File: config.mk
export PLATFORM = sky130hd
export DESIGN_NAME = i2c_pair_regs
export DESIGN_NICKNAME = d
export VERILOG_FILES = /design/src/rtl/i2cpr_pkg.sv /design/src/rtl/i2cpr_sync.sv /design/src/rtl/i2cpr_bank.sv /design/src/rtl/i2c_pair_regs.sv
export SDC_FILE = /design/constraint.sdc
export NUM_CORES = 1
export LEC_CHECK = 0
export CORE_UTILIZATION = 60
export DETAILED_ROUTE_END_ITERATION = 8
export DONT_BUFFER_PORTS = 1
export GPL_TIMING_DRIVEN = 0
export MAX_ROUTING_LAYER = met4
export PLACE_DENSITY = 0.76
export SETUP_SLACK_MARGIN = 0.02
export SYNTH_ARGS = -nofsm -noshare
export SYNTH_HDL_FRONTEND = slang
export SYNTH_HIERARCHICAL = 1
export SYNTH_SLANG_ARGS = --single-unit
File: constraint.sdc
create_clock -name clk -period 3.1 [get_ports clk]
set_input_delay 0.62 -clock clk [delete_from_list [all_inputs] [get_ports clk]]
set_output_delay 0.62 -clock clk [all_outputs]
set_load 0.02 [all_outputs]
File: src/rtl/i2cpr_pkg.sv
package i2cpr_pkg;

   localparam int unsigned BYTE_W = 8;
   localparam int unsigned PORT_W = 2 * BYTE_W;

   typedef enum logic [3:0] {
      ST_IDLE,
      ST_ADDR,
      ST_ADDR_ACK,
      ST_CMD,
      ST_CMD_ACK,
      ST_WDATA,
      ST_WDATA_ACK,
      ST_RDATA,
      ST_RDATA_ACK
   } bus_state_t;

   // partner register inside a pair differs only in bit 0
   function automatic logic [BYTE_W-1:0] pair_mate(input logic [BYTE_W-1:0] idx);
      return {idx[BYTE_W-1:1], ~idx[0]};
   endfunction

endpackage

File: src/rtl/i2cpr_sync.sv
module i2cpr_sync #(
   parameter int unsigned STAGES   = 2,
   parameter logic        IDLE_LVL = 1'b1
) (
   input  logic clk,
   input  logic rst_n,
   input  logic pin_i,
   output logic lvl_o,
   output logic rise_o,
   output logic fall_o
);

   logic [STAGES-1:0] chain_q;
   logic              prev_q;

   generate
      if (STAGES < 2) begin : g_bad_stages
         $error("i2cpr_sync: STAGES must be 2 or more");
      end
   endgenerate

   always_ff @(posedge clk or negedge rst_n) begin
      if (!rst_n) begin
         chain_q <= {STAGES{IDLE_LVL}};
         prev_q  <= IDLE_LVL;
      end else begin
         chain_q <= {chain_q[STAGES-2:0], pin_i};
         prev_q  <= chain_q[STAGES-1];
      end
   end

   assign lvl_o  = chain_q[STAGES-1];
   assign rise_o = lvl_o & ~prev_q;
   assign fall_o = ~lvl_o & prev_q;

endmodule

File: src/rtl/i2cpr_bank.sv
module i2cpr_bank
   import i2cpr_pkg::*;
#(
   parameter logic [PORT_W-1:0] OUT_RST = 16'hFFFF,
   parameter logic [PORT_W-1:0] POL_RST = 16'h0000,
   parameter logic [PORT_W-1:0] CFG_RST = 16'hFFFF
) (
   input  logic              clk,
   input  logic              rst_n,
   input  logic              wr_en,
   input  logic [BYTE_W-1:0] wr_idx,
   input  logic [BYTE_W-1:0] wr_data,
   input  logic [BYTE_W-1:0] rd_idx,
   output logic [BYTE_W-1:0] rd_data,
   input  logic [PORT_W-1:0] port_in,
   output logic [PORT_W-1:0] port_out,
   output logic [PORT_W-1:0] port_pol,
   output logic [PORT_W-1:0] port_cfg
);

   localparam int unsigned GRP_CNT  = 4;
   localparam int unsigned REG_CNT  = 2 * GRP_CNT;
   localparam int unsigned FIRST_RW = 2;
   localparam int unsigned OUT_BASE = 2;
   localparam int unsigned POL_BASE = 4;
   localparam int unsigned CFG_BASE = 6;
   localparam logic [REG_CNT*BYTE_W-1:0] RST_VEC =
      {CFG_RST, POL_RST, OUT_RST, {PORT_W{1'b0}}};

   logic [BYTE_W-1:0] store_q [FIRST_RW:REG_CNT-1];

   always_ff @(posedge clk or negedge rst_n) begin
      if (!rst_n) begin
         for (int k = FIRST_RW; k < REG_CNT; k++)
            store_q[k] <= RST_VEC[k*BYTE_W +: BYTE_W];
      end else begin
         for (int k = FIRST_RW; k < REG_CNT; k++)
            if (wr_en && wr_idx == BYTE_W'(k))
               store_q[k] <= wr_data;
      end
   end

   always_comb begin
      rd_data = '0;
      if (rd_idx < BYTE_W'(FIRST_RW)) begin
         if (rd_idx[0]) rd_data = port_in[PORT_W-1:BYTE_W] ^ store_q[POL_BASE+1];
         else           rd_data = port_in[BYTE_W-1:0]      ^ store_q[POL_BASE];
      end else if (rd_idx < BYTE_W'(REG_CNT)) begin
         rd_data = store_q[rd_idx[$clog2(REG_CNT)-1:0]];
      end
   end

   assign port_out = {store_q[OUT_BASE+1], store_q[OUT_BASE]};
   assign port_pol = {store_q[POL_BASE+1], store_q[POL_BASE]};
   assign port_cfg = {store_q[CFG_BASE+1], store_q[CFG_BASE]};

   // writes outside the writable window change nothing
   p_no_stray_write_r10: assert property (@(posedge clk) disable iff (!rst_n)
      (wr_en && (wr_idx < BYTE_W'(FIRST_RW) || wr_idx >= BYTE_W'(REG_CNT)))
      |=> $stable({port_out, port_pol, port_cfg}));

   // an accepted write shows up on the port outputs one cycle later
   p_write_lands_r2: assert property (@(posedge clk) disable iff (!rst_n)
      (wr_en && wr_idx == BYTE_W'(OUT_BASE)) |=> port_out[BYTE_W-1:0] == $past(wr_data));

endmodule

File: src/rtl/i2c_pair_regs.sv
module i2c_pair_regs
   import i2cpr_pkg::*;
#(
   parameter logic [BYTE_W-2:0] TGT_ADDR    = 7'h22,
   parameter int unsigned       SYNC_STAGES = 2,
   parameter logic [PORT_W-1:0] OUT_RST     = 16'hFFFF,
   parameter logic [PORT_W-1:0] POL_RST     = 16'h0000,
   parameter logic [PORT_W-1:0] CFG_RST     = 16'hFFFF
) (
   input  logic              clk,
   input  logic              rst_n,
   input  logic              scl_i,
   input  logic              sda_i,
   output logic              sda_oe,
   input  logic              addr_sel,
   input  logic [PORT_W-1:0] port_in,
   output logic [PORT_W-1:0] port_out,
   output logic [PORT_W-1:0] port_pol,
   output logic [PORT_W-1:0] port_cfg
);

   localparam int unsigned       CNT_W    = $clog2(BYTE_W);
   localparam logic [CNT_W-1:0]  LAST_BIT = CNT_W'(BYTE_W - 1);

   logic scl_lvl, scl_rise, scl_fall;
   logic sda_lvl, sda_rise, sda_fall;
   logic start_det, stop_det;

   i2cpr_sync #(.STAGES(SYNC_STAGES), .IDLE_LVL(1'b1)) u_scl_sync (
      .clk(clk), .rst_n(rst_n), .pin_i(scl_i),
      .lvl_o(scl_lvl), .rise_o(scl_rise), .fall_o(scl_fall));

   i2cpr_sync #(.STAGES(SYNC_STAGES), .IDLE_LVL(1'b1)) u_sda_sync (
      .clk(clk), .rst_n(rst_n), .pin_i(sda_i),
      .lvl_o(sda_lvl), .rise_o(sda_rise), .fall_o(sda_fall));

   assign start_det = scl_lvl & sda_fall;
   assign stop_det  = scl_lvl & sda_rise;

   bus_state_t        state_q;
   logic [CNT_W-1:0]  bit_q;
   logic              byte_done_q;
   logic              rw_q;
   logic              ack_ok_q;
   logic              oe_q;
   logic [BYTE_W-1:0] sh_q;
   logic [BYTE_W-1:0] cmd_q;
   logic [BYTE_W-1:0] rd_idx;
   logic [BYTE_W-1:0] rd_data;
   logic [BYTE_W-2:0] own_addr;
   logic              wr_en;

   assign own_addr = {TGT_ADDR[BYTE_W-2:1], addr_sel};
   assign rd_idx   = (state_q == ST_RDATA_ACK) ? pair_mate(cmd_q) : cmd_q;
   assign wr_en    = (state_q == ST_WDATA) && scl_fall && byte_done_q;
   assign sda_oe   = oe_q;

   always_ff @(posedge clk or negedge rst_n) begin
      if (!rst_n) begin
         state_q     <= ST_IDLE;
         bit_q       <= '0;
         byte_done_q <= 1'b0;
         rw_q        <= 1'b0;
         ack_ok_q    <= 1'b0;
         oe_q        <= 1'b0;
         sh_q        <= '0;
         cmd_q       <= '0;
      end else if (start_det) begin
         state_q     <= ST_ADDR;
         bit_q       <= '0;
         byte_done_q <= 1'b0;
         oe_q        <= 1'b0;
      end else if (stop_det) begin
         state_q     <= ST_IDLE;
         byte_done_q <= 1'b0;
         oe_q        <= 1'b0;
      end else if (scl_rise) begin
         case (state_q)
            ST_ADDR, ST_CMD, ST_WDATA: begin
               sh_q        <= {sh_q[BYTE_W-2:0], sda_lvl};
               bit_q       <= bit_q + 1'b1;
               byte_done_q <= (bit_q == LAST_BIT);
            end
            ST_ADDR_ACK: if (rw_q) sh_q <= rd_data;
            ST_RDATA: begin
               bit_q       <= bit_q + 1'b1;
               byte_done_q <= (bit_q == LAST_BIT);
            end
            ST_RDATA_ACK: begin
               ack_ok_q <= ~sda_lvl;
               if (!sda_lvl) begin
                  cmd_q <= pair_mate(cmd_q);
                  sh_q  <= rd_data;
               end
            end
            default: ;
         endcase
      end else if (scl_fall) begin
         case (state_q)
            ST_ADDR: if (byte_done_q) begin
               byte_done_q <= 1'b0;
               if (sh_q[BYTE_W-1:1] == own_addr) begin
                  rw_q    <= sh_q[0];
                  state_q <= ST_ADDR_ACK;
                  oe_q    <= 1'b1;
               end else begin
                  state_q <= ST_IDLE;
               end
            end
            ST_ADDR_ACK: begin
               bit_q <= '0;
               if (rw_q) begin
                  state_q <= ST_RDATA;
                  oe_q    <= ~sh_q[BYTE_W-1];
               end else begin
                  state_q <= ST_CMD;
                  oe_q    <= 1'b0;
               end
            end
            ST_CMD: if (byte_done_q) begin
               byte_done_q <= 1'b0;
               cmd_q       <= sh_q;
               state_q     <= ST_CMD_ACK;
               oe_q        <= 1'b1;
            end
            ST_CMD_ACK, ST_WDATA_ACK: begin
               oe_q    <= 1'b0;
               state_q <= ST_WDATA;
            end
            ST_WDATA: if (byte_done_q) begin
               byte_done_q <= 1'b0;
               cmd_q       <= pair_mate(cmd_q);
               state_q     <= ST_WDATA_ACK;
               oe_q        <= 1'b1;
            end
            ST_RDATA: begin
               if (byte_done_q) begin
                  byte_done_q <= 1'b0;
                  oe_q        <= 1'b0;
                  state_q     <= ST_RDATA_ACK;
               end else begin
                  sh_q <= {sh_q[BYTE_W-2:0], 1'b0};
                  oe_q <= ~sh_q[BYTE_W-2];
               end
            end
            ST_RDATA_ACK: begin
               if (ack_ok_q) begin
                  state_q <= ST_RDATA;
                  bit_q   <= '0;
                  oe_q    <= ~sh_q[BYTE_W-1];
               end else begin
                  state_q <= ST_IDLE;
                  oe_q    <= 1'b0;
               end
            end
            default: ;
         endcase
      end
   end

   i2cpr_bank #(.OUT_RST(OUT_RST), .POL_RST(POL_RST), .CFG_RST(CFG_RST)) u_bank (
      .clk(clk), .rst_n(rst_n),
      .wr_en(wr_en), .wr_idx(cmd_q), .wr_data(sh_q),
      .rd_idx(rd_idx), .rd_data(rd_data),
      .port_in(port_in), .port_out(port_out), .port_pol(port_pol), .port_cfg(port_cfg));

   // a foreign address never earns an acknowledge
   p_foreign_addr_r1: assert property (@(posedge clk) disable iff (!rst_n)
      (state_q == ST_ADDR && scl_fall && byte_done_q && sh_q[BYTE_W-1:1] != own_addr)
      |=> (!sda_oe && state_q == ST_IDLE));

   // SDA is only ever pulled low while SCL is low
   p_pull_in_low_phase_r9: assert property (@(posedge clk) disable iff (!rst_n)
      $rose(sda_oe) |-> !scl_lvl);

   // STOP releases the bus and returns to idle
   p_stop_idle_r9: assert property (@(posedge clk) disable iff (!rst_n)
      stop_det |=> (!sda_oe && state_q == ST_IDLE));

   // a controller ACK moves the pointer to the pair partner
   p_read_toggle_r5: assert property (@(posedge clk) disable iff (!rst_n)
      (state_q == ST_RDATA_ACK && scl_rise && !sda_lvl && !start_det && !stop_det)
      |=> cmd_q == pair_mate($past(cmd_q)));

   // each stored byte moves the pointer to the pair partner
   p_write_toggle_r3: assert property (@(posedge clk) disable iff (!rst_n)
      wr_en |=> cmd_q == pair_mate($past(cmd_q)));

   // a NACK ends the read with SDA released
   p_nack_release_r8: assert property (@(posedge clk) disable iff (!rst_n)
      (state_q == ST_RDATA_ACK && scl_fall && !ack_ok_q)
      |=> (state_q == ST_IDLE && !sda_oe));

endmodule

==> metrics.yaml <==
syn_avg_cell_area_um2: 11.70
final_area_mm2: 0.004977
grt_overflow: 0
cts_inserted_buffers: 9
synth-edff-count: 0
finalCritPeriodShare_pct: 92.04
syn_area_mm2: 0.004599
peakVddDrop_v: 0.0003264
fin_crit_ns: 2.853
ioPinCount: 70
fill_cells: 537
crit_family: "multiplexers"
start_util_pct: 62.74
die_y_um: 89.56
path_max_fanout: 10
cts_root_buf: "clkbuf_8"
pre_cts_ws_ns: -0.02526
grt_pass1_wl_um: 16680
fp-row-count: 31
dp_hpwl_um: 7265
layout_commonest_cell: "mux2_2"
final_antenna_net_count: 0
vias: 3216
tns_ns: 0
cts_tree: "built"
clock_sinks: 81
netlist_top_cells_area: "dfrtp_1 (23%), dfstp_2 (22%), mux2_2 (11%)"
dieArea_mm2: 0.008020
place_inst: 492
path_clk_slew_ns: 0.09
fin_skew_ns: 0.01320
antenna_cells: 0
maxSlewHeadroom_pct: 54.83
critical_path_depth: 11
cp_common_cell: "buf_2"
drt_iter0_drc: 260
wl_per_cell_um: 21.40
slew_viol_final: 0
synth_fp_nets: 416
rrSetupSlack_ns: 0.25
required_ns: 3.34
worstPathArrival_ns: 3.09
yosysTopAreaCell: "dfrtp_1"
powerDensity_mw_per_mm2: 529.2
final_nets: 429
syn_inst: 393
port-buffer-count: 0
outcome: "completed"
p_leak_nw: 2.117
grt_pass1_vias: 3152
vias_per_cell: 6.306
final_core_util_pct: 67.90
cts_buffer_depth: 2
critical_path_buf_inv_count: 3
ys.flop_type: "dfrtp_1"
hold_class: "in2async"
grt_start_max_net_pins: 44
antenna_found_initial: 0
core_mm2: 0.007331
slowest_delay_ns: 0.36
path_cells: "buf_2 -> nor4b_4 -> xor2_1 -> buf_2 -> clkbuf_4 -> mux2i_1 -> a22oi_1 -> nand2_1 -> a221oi_1 -> mux2_2 -> mux2_4"
cp-end-kind: "register"
htree_num_levels: 3
ys_ff_latch: 81
synth_top_area_share_pct: 23.39
max_clock_freq_mhz: 350.5
max-cap-violations: 0
clock_latency_ns: 0.35
hold_violations: 0
fp.dieW_um: 89.56
r2r_end: "sh_q[1]$_DFFE_PN0P_"
routed_wl_um: 10910
async_reset_ff_share_pct: 100.0
drive_above_1_share_pct: 35.28
critPathKind: "reg2reg"
slowest_stage: "dfrtp_1"
synthToLayoutAreaGrowth_pct: 8.215
setup_violations: 0
place.gp.congestion: 0.9306
rsz0062_at_grt: "false"
layoutNonFillerInstCount: 510
yosysSeqAreaShare_pct: 45.10
final_cell_mix: "mux2_2 (44), dfrtp_1 (43), dfstp_2 (38)"
start_kind: "register"
placed_area_mm2: 0.004723
yosys_warnings: 6
grt_usage_pct: 29.40
r2r_cells: 11
dr.pass1.iters: 4
fin_ws_ns: 0.2468
ys_types: 65
reg2reg_from: "state_q[3]$_DFFE_PN0P_"
tightest_slew_ns: 0.6776
drc: 0
## worst reg2reg max path, stage by stage, from the launching register on
cell,delay [ns]
dfrtp_1,0.36
buf_2,0.22
nor4b_4,0.35
xor2_1,0.17
buf_2,0.23
clkbuf_4,0.31
mux2i_1,0.24
a22oi_1,0.12
nand2_1,0.12
a221oi_1,0.06
mux2_2,0.30
mux2_4,0.27
## synth_stat cells (3+ instances only)
master	instances
nor2b_1	23
mux2_4	23
nand2_1	17
nor2_1	10
xor2_1	4
clkbuf_1	11
a221oi_1	7
buf_6	4
nand2b_1	5
a21oi_1	7
mux2_2	44
a22oi_1	8
nor3_1	5
o21ai_0	18
o21a_1	3
a32o_1	3
nand3_1	10
and4_1	3
xnor2_1	12
dfrtp_1	43
mux2i_1	21
buf_2	5
o211ai_1	3
inv_1	12
dfstp_2	38
## through the flow
step / total power, mW / hold WS (ns)
global placement: 1.795 / 0.3268
detailed placement: 1.812 / 0.3269
CTS: 2.638 / 0.1091
finish: 2.634 / 0.1123
global route: 2.753 / 0.09551
floorplan: 1.646 / 0.3244
## what timing repair did
item / CTS / global route
hold buffers: 1 / 0
hold endpoints to repair: 43 / 0
gates resized for setup: 1 / 1
setup buffers: 1 / 0
endpoints found under the setup margin: 2 / 3
## cell families (layout without fill, tap and decap cells)
| logic type | Yosys count | after routing | share of synthesized area, % |
|---|---|---|---|
| compound gates | 72 | 72 | 11.04 |
| mux | 88 | 88 | 22.85 |
| flops | 81 | 81 | 45.10 |
| simple gates | 100 | 100 | 13.77 |
| fa+ha+maj | 2 | 2 | 0.5440 |
| xor+xnor | 16 | 16 | 3.047 |
| buf+inv | 34 | 52 | 3.645 |
## registers in the layout (all words and copies together), names as in the netlist, 2 cells and up
register,flops
u_bank/port_pol,16
bit_q,3
u_scl_sync/chain_q,2
state_q,4
u_bank/port_cfg,16
u_sda_sync/chain_q,2
sh_q,8
u_bank/port_out,16
cmd_q,8
## report_power, final
part	leakage [nW]	switching [mW]	internal, mW
combinational	1.04	0.264	0.249
sequential	0.972	0.181	1.13
clock	0.109	0.405	0.406
## per-layer routing
layer  GRT usage [%]  wire length (µm)  vias up
met5               -                 0        -
met4           9.091               193        0
met3           7.202               888       16
met2           41.87              4920      121
met1           41.27              4912     1620
li1                -                 -     1459
## worst max path at each step
| stage | from | endpoint | slack (ns) |
|---|---|---|---|
| detailed placement | state_q[3]$_DFFE_PN0P_ | sh_q[2]$_DFFE_PN0P_ | -0.03 |
| global placement | state_q[3]$_DFFE_PN0P_ | sh_q[7]$_DFFE_PN0P_ | 0.06 |
| CTS | state_q[3]$_DFFE_PN0P_ | sh_q[1]$_DFFE_PN0P_ | 0.19 |
| floorplan | state_q[1]$_DFFE_PN0P_ | sh_q[7]$_DFFE_PN0P_ | 0.43 |
| global route | state_q[3]$_DFFE_PN0P_ | sh_q[6]$_DFFE_PN0P_ | 0.08 |
| finish | state_q[3]$_DFFE_PN0P_ | sh_q[1]$_DFFE_PN0P_ | 0.25 |
## layout make-up
type / instances / area, µm² / area share [%]
clock inverters: 6 / 76.32 / 1.533
clock buffers: 10 / 137.6 / 2.765
multi-input cells: 278 / 2360 / 47.41
well taps: 99 / 123.9 / 2.489
flip-flops and latches: 81 / 2074 / 41.68
repair buffers: 2 / 35.03 / 0.7039
plain buffers: 22 / 125.1 / 2.514
inverters: 12 / 45.04 / 0.9050
No activity file was read; power rests on OpenSTA's default activity.
